--- src/rtl/psi_pkg.sv ---
package psi_pkg;

  // Bit positions in the event register (the toggle detectors decode these).
  localparam int unsigned EV_PROD_WR   = 0;
  localparam int unsigned EV_MID_RD    = 1;
  localparam int unsigned EV_MID_WR    = 2;
  localparam int unsigned EV_RD_FIRST  = 3;
  localparam int unsigned EV_RD_SECOND = 4;
  localparam int unsigned EV_COUNT     = 5;

  typedef enum logic [1:0] {
    ST_COHERENT    = 2'd0,
    ST_AWAIT_READ  = 2'd1,
    ST_AWAIT_WRITE = 2'd2
  } sync_state_e;

  typedef enum logic [1:0] {
    CMP_EQ = 2'd0,
    CMP_NE = 2'd1,
    CMP_LT = 2'd2,
    CMP_GE = 2'd3
  } cmp_op_e;

endpackage

--- src/rtl/toggle_detect.sv ---
module toggle_detect #(
  parameter int unsigned WIDTH = 5
) (
  input  logic             clk,
  input  logic             rst,
  input  logic [WIDTH-1:0] level_in,
  output logic [WIDTH-1:0] pulse_out
);

  // One delay flop per event bit; a pulse marks any difference.
  for (genvar i = 0; i < WIDTH; i++) begin : g_bit
    logic held_q;

    always_ff @(posedge clk) begin
      if (rst) held_q <= 1'b0;
      else     held_q <= level_in[i];
    end

    assign pulse_out[i] = level_in[i] ^ held_q;
  end

endmodule

--- src/rtl/operand_compare.sv ---
module operand_compare
  import psi_pkg::*;
#(
  parameter int unsigned      DATA_W    = 8,
  parameter cmp_op_e          OP        = CMP_LT,
  parameter bit               USE_CONST = 1'b0,
  parameter logic [DATA_W-1:0] CONST_VAL = '0
) (
  input  logic              clk,
  input  logic              rst,
  input  logic              upd,
  input  logic [DATA_W-1:0] opnd_a,
  input  logic [DATA_W-1:0] opnd_b,
  output logic              hit
);

  logic [DATA_W-1:0] rhs;
  logic              result;

  if (USE_CONST) begin : g_const
    assign rhs = CONST_VAL;
  end else begin : g_reg
    assign rhs = opnd_b;
  end

  always_comb begin
    unique case (OP)
      CMP_EQ:  result = (opnd_a == rhs);
      CMP_NE:  result = (opnd_a != rhs);
      CMP_LT:  result = (opnd_a <  rhs);
      default: result = (opnd_a >= rhs);
    endcase
  end

  always_ff @(posedge clk) begin
    if (rst)      hit <= 1'b0;
    else if (upd) hit <= result;
  end

endmodule

--- src/rtl/coherence_fsm.sv ---
module coherence_fsm
  import psi_pkg::*;
(
  input  logic clk,
  input  logic rst,
  input  logic ev_prod_wr,
  input  logic ev_mid_rd,
  input  logic ev_mid_wr,
  output logic coherent
);

  sync_state_e state_q, state_d;

  always_comb begin
    state_d = state_q;
    unique case (state_q)
      ST_COHERENT: begin
        if (ev_prod_wr) state_d = ST_AWAIT_READ;
      end
      ST_AWAIT_READ: begin
        if (ev_mid_rd && !ev_prod_wr) state_d = ST_AWAIT_WRITE;
      end
      ST_AWAIT_WRITE: begin
        if (ev_prod_wr)     state_d = ST_AWAIT_READ;
        else if (ev_mid_wr) state_d = ST_COHERENT;
      end
      default: state_d = ST_COHERENT;
    endcase
  end

  always_ff @(posedge clk) begin
    if (rst) begin
      state_q  <= ST_COHERENT;
      coherent <= 1'b1;
    end else begin
      state_q  <= state_d;
      coherent <= (state_d == ST_COHERENT);
    end
  end

endmodule

--- src/rtl/prop_state_identifier.sv ---
module prop_state_identifier
  import psi_pkg::*;
#(
  parameter int unsigned       DATA_W        = 8,
  parameter cmp_op_e           CMP_OP        = CMP_LT,
  parameter bit                CMP_USE_CONST = 1'b0,
  parameter logic [DATA_W-1:0] CMP_CONST     = '0
) (
  input  logic              clk,
  input  logic              rst,
  input  logic              wr_stb,
  input  logic [4:0]        evt_reg,
  input  logic [DATA_W-1:0] cmp_a,
  input  logic [DATA_W-1:0] cmp_b,
  output logic              synchro,
  output logic              read_start,
  output logic              read_end,
  output logic              cmp_hit
);

  localparam int unsigned EW = EV_COUNT;

  logic [EW-1:0] evt_pulse;

  toggle_detect #(.WIDTH(EW)) u_detect (
    .clk       (clk),
    .rst       (rst),
    .level_in  (evt_reg),
    .pulse_out (evt_pulse)
  );

  coherence_fsm u_fsm (
    .clk        (clk),
    .rst        (rst),
    .ev_prod_wr (evt_pulse[EV_PROD_WR]),
    .ev_mid_rd  (evt_pulse[EV_MID_RD]),
    .ev_mid_wr  (evt_pulse[EV_MID_WR]),
    .coherent   (synchro)
  );

  operand_compare #(
    .DATA_W    (DATA_W),
    .OP        (CMP_OP),
    .USE_CONST (CMP_USE_CONST),
    .CONST_VAL (CMP_CONST)
  ) u_cmp (
    .clk    (clk),
    .rst    (rst),
    .upd    (wr_stb),
    .opnd_a (cmp_a),
    .opnd_b (cmp_b),
    .hit    (cmp_hit)
  );

  assign read_start = evt_pulse[EV_RD_FIRST];
  assign read_end   = evt_pulse[EV_RD_SECOND];

endmodule

--- config.mk ---
export PLATFORM = sky130hd
export DESIGN_NAME = prop_state_identifier
export DESIGN_NICKNAME = d
export VERILOG_FILES = /design/src/rtl/psi_pkg.sv /design/src/rtl/toggle_detect.sv /design/src/rtl/operand_compare.sv /design/src/rtl/coherence_fsm.sv /design/src/rtl/prop_state_identifier.sv
export SDC_FILE = /design/constraint.sdc
export NUM_CORES = 1
export LEC_CHECK = 0
export ABC_AREA = 1
export ABC_CLOCK_PERIOD_IN_PS = 2700
export BUFFER_PORTS_ARGS = -buffer_cell sky130_fd_sc_hd__buf_4
export CORE_AREA = 2 2 39 41
export CTS_CLUSTER_DIAMETER = 100
export DETAILED_ROUTE_END_ITERATION = 6
export DIE_AREA = 0 0 41 43
export PLACE_DENSITY = 0.73
export SETUP_SLACK_MARGIN = 0.5
export SYNTH_ARGS = -nofsm -noshare
export SYNTH_HDL_FRONTEND = slang
export SYNTH_SLANG_ARGS = --single-unit
--- constraint.sdc ---
create_clock -name clk -period 2.7 [get_ports clk]
set_clock_uncertainty 0.1 [all_clocks]
set_input_delay 0.405 -clock clk [delete_from_list [all_inputs] [get_ports clk]]
set_output_delay 0.405 -clock clk [all_outputs]
set_load 0.05 [all_outputs]
# Word level (Yosys, flattened, before mapping)
# Index checks and enable logic that the tools add are counted.
# W data, S select, Z words.
# classes
order_cmp,1
n_eq_ne,2
mux,5
bitwise_logic,5
reduce_logical,4
# op_table
operator,count
$lt A8 B8 Y1,1
$mux W2,4
$pmux W2 S3,1
$xor A1 B1 Y1,5
$logic_not A2 Y1,2
$eq A2 B1 Y1 const B,1
$eq A2 B2 Y1 const B,1
$logic_and A1 B1 Y1,1
$logic_not A1 Y1,1
# totals
ff_bits,9
out_inout_bits,4
elab_cells,25

# Logic depth before layout (Yosys ltp)
# Gate-level depths: netlist of run 1.
# depth
word_depth,6
depth_mapped,9

# Modules after synthesis
# From an unflattened synthesis of run 1, not the netlist that was laid out.
# hier_totals
hier_cells,90
hier_area_um2,604.3
# by_module_without_submodules
mod,n_inst,cells_per_inst,area_per_inst_um2,seq_area_each_um2
operand_compare,1,37,234.0,20.0
toggle_detect,1,35,212.7,100.1
coherence_fsm,1,18,157.7,60.1

# Worst setup path after synthesis of run 1
# Ideal clock, no wire load.
# synth_path
path_kind,input-to-output
start,input evt_reg[4]
end,output read_end
arrival_ns,1.154
slack_ns,1.041
cell_stages,1
path_buffers,0
path_cell_list,xor2_1
# synth_between
elab_chain_len,1
# synth_rtl
element,line,text
from (decl),prop_state_identifier.sv:12,"input logic [4:0] evt_reg,"
$xor A1 B1 Y1,toggle_detect.sv:19,assign pulse_out[i] = level_in[i] ^ held_q;
to (decl),prop_state_identifier.sv:17,"output logic read_end,"
# Every way passes these cells.

# Final worst setup path of run 1
# layout_path
start,register u_detect.g_bit[4].held_q
end,output read_end
# layout_between
elab_chain_len,1
# layout_rtl
element,line,text
from (decl),toggle_detect.sv:12,logic held_q;
from (signal assigned),toggle_detect.sv:16,else held_q <= level_in[i];
$xor A1 B1 Y1,toggle_detect.sv:19,
# Every way passes these cells.

==> results.txt, run 1 <==
Top cell type's share of synthesized area = 33.5%
Synth Instances = 75
Final Cycle Share = 53.3%
Slew Viols, Final = 0
Unrepaired setup endpoints after global routing = no
Worst Hold Launch = evt_reg[3]
Max frequency = 0.695 GHz
CP Depth = 2
Worst path bufs/invs = 1
VDD IR-drop max = 0.294 mV
Synth Cell Area = 538 um2
TritonCTS clock tree = done
DRC viols = 0
NetSw = 0.000104 W
Setup crit start = u_detect.g_bit[4].held_q
Initial Util = 38.9%
Cell count of the worst hold path = 3
Core area = 0.00138 mm2
Leak = 0.460 nW
Final setup violating endpoints = 0
CP peak stage delay = 0.33 ns
CP Data Required Time = 2.19 ns
Antenna-violating nets left = 0
Sequential fraction of the synthesis area = 33.5%
GPL Wtd Cong = 0.695
Cell area power density = 449 mW/mm2
Setup bufs post-CTS = 0
Syn-to-layout area delta = 45.3%
WL/cell = 8.04 um
Worst R2R Start = u_detect.g_bit[1].held_q
Port Buffers = 27
Die width = 41 um
H-Tree Depth = 1
GRT overflow = 0
Hold crit path type = in -> reg
Reg2reg path depth = 5
Comb pwr share = 29.5%
Number of synthesized flops with an enable pin = 0
P_int = 0.000247 W
Top sig layer = met3
Crit path time final = 1.44 ns
Synth Flop Type = dfxtp_1
Top delay family on crit path = flip-flops
Avg Cell Area, Syn = 7.17 um2
Yosys top cell by area = dfxtp_1
Worst Path Max Fanout = 1
Final Hold Vio Count = 0
Clock buffer depth = 2
Final Core Density = 56.5%
Clock Power Share = 29.0%
Skew-Pair Late Insertion Delay = 0.26 ns
Root buf cell = clkbuf_4
Hpwl dp = 836 um
Sequential share of power = 41.5%
CP Data Arrival Time = 0.93 ns
Num ports = 28
Worst slew margin = 83.9%
Vias per inst = 4.28
Async set-or-reset flop fraction in the synthesized netlist = 0%
DR iter-0 viols = 3
Maximum capacitance violations = 0
Cts bufs inserted = 3
Share of post-route cells with drive strength above 1 = 30.5%
Kind of critical path = reg -> out
Post-synthesis cell type count = 16
Rows = 14
Synth Register Bits = 9
1st-pass router iterations = 4
Slowest-stage cell, CP = dfxtp_1
Cell with the most instances after synthesis = inv_1
Antenna cell count = 0
Via count = 518
CP Capture Type = output port
Initial antenna violation count = 0
Sw Ratio = 29.5%
Leading cell types by count after synthesis = inv_1, nand2_1, dfxtp_1, nor2_1, ha_1
Post-CTS Resized = 0
Status = finished, final reports clean
Synth top area cells = dfxtp_1, ha_1, inv_1
CTS sink count = 9
Total GRT Usage = 13.0%
M1 WL = 402 um
Met3 wire length = 61 um
Met2 WL post-DR = 509 um
Cell breakdown of the critical path = xor2_1 > buf_4
Vias in the first global route = 444
Worst slew pin tran = 0.239 ns
Startpoint types = flop
Final WL = 973 um
Synthesis Warnings = 0
Height of the die = 43 um
Pin count of the biggest net entering global routing = 9
Worst Hold Slack = 0.266 ns
Final nets = 137
CTS clk-pin slew, worst paths = 0.06 ns
Syn nets = 106
Hold_buf cts = 0
Setup_tns = 0 ns
First-pass GRT wire length = 1550 um
Die area = 0.00176 mm2
## path summary, 6_finish.rpt
check	endpoint	slack (ns)
worst max-delay path	read_end	1.26
worst min-delay path	u_detect.g_bit[3].held_q	0.27
worst max register to register	u_fsm.coherent	1.59
worst min register to register	u_cmp.hit	0.36
## logic make-up (layout without fill, tap and decap cells)
family,after synthesis,count (layout),share of synthesized area [%]
AND/OR/NAND/NOR,27,27,20.9
buffers and inverters,20,50,14.2
flip-flops,9,9,33.5
adder cells (fa/ha/maj),7,7,16.3
XOR/XNOR,4,4,6.51
AO/OA/AOI/OAI,8,8,8.60
## area by class of cell
type / instances / area [um2]
Clock buffer: 4 / 26.3
Timing Repair Buffer: 27 / 203
Fill cell: 144 / 602
Tap cell: 16 / 20.0
Sequential cell: 9 / 180
Multi-Input combinational cell: 46 / 282
Inverter: 19 / 71.3
## worst min-delay path: stages
cell	delay (ns)
buf_4	0.09
inv_1	0.03
nor2_1	0.06
## layout by cell type (no fill, tap or decap), drive strengths merged
cell type and n:
buf 27, inv 19, nand2 14, nor2 9, dfxtp 9, ha 7
a21oi 6, clkbuf 4, xor2 3, nor3 2, a21o 1, or2 1
xnor2 1, nand3 1, o21ai 1
## registers in the layout, indices dropped and copies added, names as in the netlist
name / count
u_cmp.hit: 1
u_detect.g_bit.held_q: 5
u_fsm.state_q: 2
u_fsm.coherent: 1
## through the flow
| step | total power (W) | cell area, um2 | setup slack (ns) | std cells |
|---|---|---|---|---|
| after floorplan | 0.000210 | 538 | 1.04 | 75 |
| after global placement | 0.000250 | 756 | 1.23 | 117 |
| after detailed placement | 0.000253 | 756 | 1.20 | 117 |
| after CTS | 0.000360 | 782 | 1.24 | 121 |
| after global routing | 0.000377 | 782 | 1.21 | 121 |
| final | 0.000351 | 782 | 1.26 | 121 |
## power groups by stage
| stage | logic, W | registers, W | clock network [W] |
|---|---|---|---|
| floorplan | 0.0000513 | 0.000159 | 0 |
| global placement | 0.000102 | 0.000148 | 0 |
| detailed placement | 0.000105 | 0.000148 | 0 |
| CTS | 0.000105 | 0.000146 | 0.000109 |
| global route | 0.000116 | 0.000146 | 0.000115 |
| finish | 0.000104 | 0.000146 | 0.000102 |
## metal layers
metal / vias up / global-route usage (%)
li1: 284 / -
met1: 220 / 13.4
met2: 14 / 21.9
met3: 0 / 3.14
met4: 0 / 8.00
met5: - / 0
Power figures use the tool's default switching activity.
==> run 2: changes to the inputs <==
--- a/config.mk
+++ b/config.mk
@@ -5,14 +5,14 @@
 export SDC_FILE = /design/constraint.sdc
 export NUM_CORES = 1
 export LEC_CHECK = 0
-export ABC_AREA = 1
-export ABC_CLOCK_PERIOD_IN_PS = 2700
+export ABC_AREA = 0
+export ABC_CLOCK_PERIOD_IN_PS = 1400
 export BUFFER_PORTS_ARGS = -buffer_cell sky130_fd_sc_hd__buf_4
 export CORE_AREA = 2 2 39 41
 export CTS_CLUSTER_DIAMETER = 100
 export DETAILED_ROUTE_END_ITERATION = 6
 export DIE_AREA = 0 0 41 43
-export PLACE_DENSITY = 0.73
+export PLACE_DENSITY = 0.7
 export SETUP_SLACK_MARGIN = 0.5
 export SYNTH_ARGS = -nofsm -noshare
 export SYNTH_HDL_FRONTEND = slang
==> constraint.sdc (replaced) <==
create_clock -name clk -period 1.4 [get_ports clk]
set_clock_uncertainty 0.1 [all_clocks]
set_input_delay 0.21 -clock clk [delete_from_list [all_inputs] [get_ports clk]]
set_output_delay 0.21 -clock clk [all_outputs]
set_load 0.05 [all_outputs]
==> run 2 against run 1 <==
Effect of this change: area after synthesis decreased by 5.6%; first-iteration DRC count increased by 33%; clock-buffer cell count unchanged; routed wire length is 4.9% higher; cell area is 18% higher; critical path type unchanged.
==> results.txt, run 2 <==
Status = finished, final reports clean
Unrepaired setup endpoints after global routing = yes
Sequential share of power = 39.3% (-2.2 points)
Commonest cells after routing, fill and taps aside = buf_4, nor2b_1
GRT overflow = 0 (unchanged)
Clock buffer depth = 2 (unchanged)
Vias per inst = 4.62 (+8.0%)
CTS sink count = 9 (unchanged)
Core area = 0.00138 mm2 (unchanged)
Slew Viols, Final = 0 (unchanged)
Num ports = 28 (unchanged)
Die area = 0.00176 mm2 (unchanged)
VDD IR-drop max = 0.479 mV (+63%)
Worst slew pin tran = 0.255 ns (+0.0154 ns)
Initial Util = 36.7% (-2.2 points)
Skew-Pair Late Insertion Delay = 0.25 ns (about the same)
Synth Register Bits = 9 (unchanged)
Antenna-violating nets left = 0 (unchanged)
Comb pwr share = 35.0% (+5.5 points)
Max frequency = 0.811 GHz
First-pass GRT wire length = 1810 um (+17%)
Syn-to-layout area delta = 82.0%
Synth top area cells = dfxtp_1, ha_1, nor2b_1
Sequential fraction of the synthesis area = 35.5% (+2.0 points)
Rows = 14 (unchanged)
H-Tree Depth = 1 (unchanged)
P_int = 0.000525 W (+110%)
Number of synthesized flops with an enable pin = 0 (unchanged)
Final nets = 117 (-15%)
Port Buffers = 27 (unchanged)
Maximum capacitance violations = 0 (unchanged)
Clock Power Share = 25.8% (-3.2 points)
CP Capture Type = output port
Worst Hold Launch = rst
Avg Cell Area, Syn = 9.58 um2 (+34%)
Max reg flops = 5 (unchanged)
Pin count of the biggest net entering global routing = 9 (unchanged)
DR iter-0 viols = 4 (+1)
Setup_tns = 0 ns (unchanged)
CP Data Arrival Time = 0.92 ns (about the same)
Top cell type's share of synthesized area = 35.5% (+2.0 points)
Slowest-stage cell, CP = dfxtp_4
Leak = 0.423 nW (-8.2%)
DRC viols = 0 (unchanged)
Root buf cell = clkbuf_4
Cts bufs inserted = 3 (unchanged)
WL/cell = 10.1 um (+26%)
Cell breakdown of the critical path = xor2_4 > buf_8
Worst Path Max Fanout = 1 (unchanged)
Setup crit start = u_detect.g_bit[3].held_q
Leading cell types by count after synthesis = dfxtp_1, ha_1, inv_1, nor2b_1
CP Data Required Time = 1.09 ns (-1.10 ns)
Post-synthesis cell type count = 20 (+4)
Kind of critical path = reg -> out
Height of the die = 43 um (unchanged)
Crit path time final = 1.23 ns
Startpoint types = flop
Final WL = 1020 um (+4.9%)
Top flop regs = u_detect.g_bit.held_q: 5 flops, u_fsm.state_q: 2 flops
Most flop-heavy register = u_detect.g_bit.held_q
Yosys top cell by area = dfxtp_1
Total GRT Usage = 15.2% (+2.2 points)
Hold crit path type = in -> reg
Async set-or-reset flop fraction in the synthesized netlist = 0% (unchanged)
Initial antenna violation count = 0 (unchanged)
Final Cycle Share = 88.0%
Cell area power density = 796 mW/mm2 (+77%)
Worst R2R Start = u_cmp.hit
Vias in the first global route = 495 (+11%)
Synth Flop Type = dfxtp_1
TritonCTS clock tree = done
Synthesis Warnings = 0 (unchanged)
Hold_buf cts = 0 (unchanged)
Worst slew margin = 83.0% (-0.86 points)
Hpwl dp = 876 um (+4.7%)
GPL Wtd Cong = 0.571 (-18%)
Die width = 41 um (unchanged)
Total power = 0.000736 W (+110%)
Syn nets = 84 (-21%)
Final setup violating endpoints = 0 (unchanged)
CTS clk-pin slew, worst paths = 0.06 ns (about the same)
Sw Ratio = 28.7% (-0.86 points)
Final Core Density = 66.8% (+10 points)
Antenna cell count = 0 (unchanged)
Commonest non-fill, non-tap cell in the layout = buf_4
Cell with the most instances after synthesis = dfxtp_1
Synth Instances = 53 (-29%)
NetSw = 0.000211 W (+100%)
Synth Cell Area = 508 um2 (-5.6%)
Final Hold Vio Count = 0 (unchanged)
Via count = 467 (-9.8%)
CP peak stage delay = 0.36 ns (+0.03 ns)
1st-pass router iterations = 2 (-2)
Share of post-route cells with drive strength above 1 = 57.6% (+27 points)
run 2: cell types whose count changed after synthesis, moves of 2 or more:
cell | before | now
nor2_1 | 9 | 3
nand2_1 | 14 | 0
a21oi_1 | 5 | 3
nor2b_1 | 0 | 6
inv_1 | 19 | 7
o31ai_1 | 0 | 2
run 2: timing repair:
item	CTS	global route
setup buffers	1	0
gates resized for setup	11	4
endpoints found under the setup margin	7	8
pin swaps	5	3
run 2: critical path, delay by kind of cell (launching register included):
family / cells / cell delay (ns)
buffers and inverters: 1 / 0.16
DFF: 1 / 0.36
xor gates and xnor gates: 1 / 0.15
run 2: final timing paths:
check / to / slack, ns / depth (start not counted)
setup / recovery: read_start / 0.17 / 2
hold reg to reg: u_fsm.coherent / 0.42 / 2
setup reg to reg: u_cmp.hit / 0.40 / 4
hold / removal: u_detect.g_bit[4].held_q / 0.07 / 2
run 2: cell type report:
class | instances | area (um2)
fillers | 120 | 459
repair buffers | 28 | 240
multi-input cells | 37 | 405
flip-flops and latches | 9 | 189
inverters | 7 | 43.8
clock buffers | 4 | 26.3
well taps | 16 | 20.0
run 2: per-layer routing:
metal | part of all wire (%) | up-vias | GRT usage (%)
met5 | 0 | - | 0
met4 | 1.9 | 0 | 8.00
met3 | 6.3 | 2 | 4.71
met2 | 54 | 20 | 25.0
met1 | 37 | 205 | 16.3
li1 | - | 240 | -
run 2: cell families after synthesis:
kind of cell	count (synthesis)	synth area share, %
simple gates	14	16.7
compound gates	10	14.8
flops	9	35.5
buf+inv	7	5.17
fa+ha+maj	7	17.2
xor+xnor	5	8.62
mux	1	1.97
run 2: through the flow:
step / cell area [um2] / std cells / setup slack (ns) / hold slack (ns)
after floorplan: 604 / 53 / 0.259 / 0.174
after global placement: 827 / 96 / 0.0631 / 0.338
after detailed placement: 827 / 96 / 0.0524 / 0.349
after CTS: 908 / 101 / 0.143 / 0.0671
after global routing: 925 / 101 / 0.133 / 0.0728
final: 925 / 101 / 0.167 / 0.0736
run 2: power by group through the flow:
stage	sequential (W)	clock (W)	combinational [W]
finish	0.000289	0.000190	0.000257
global placement	0.000291	0	0.000227
detailed placement	0.000292	0	0.000231
floorplan	0.000310	0	0.000115
global route	0.000291	0.000211	0.000279
CTS	0.000288	0.000202	0.000254
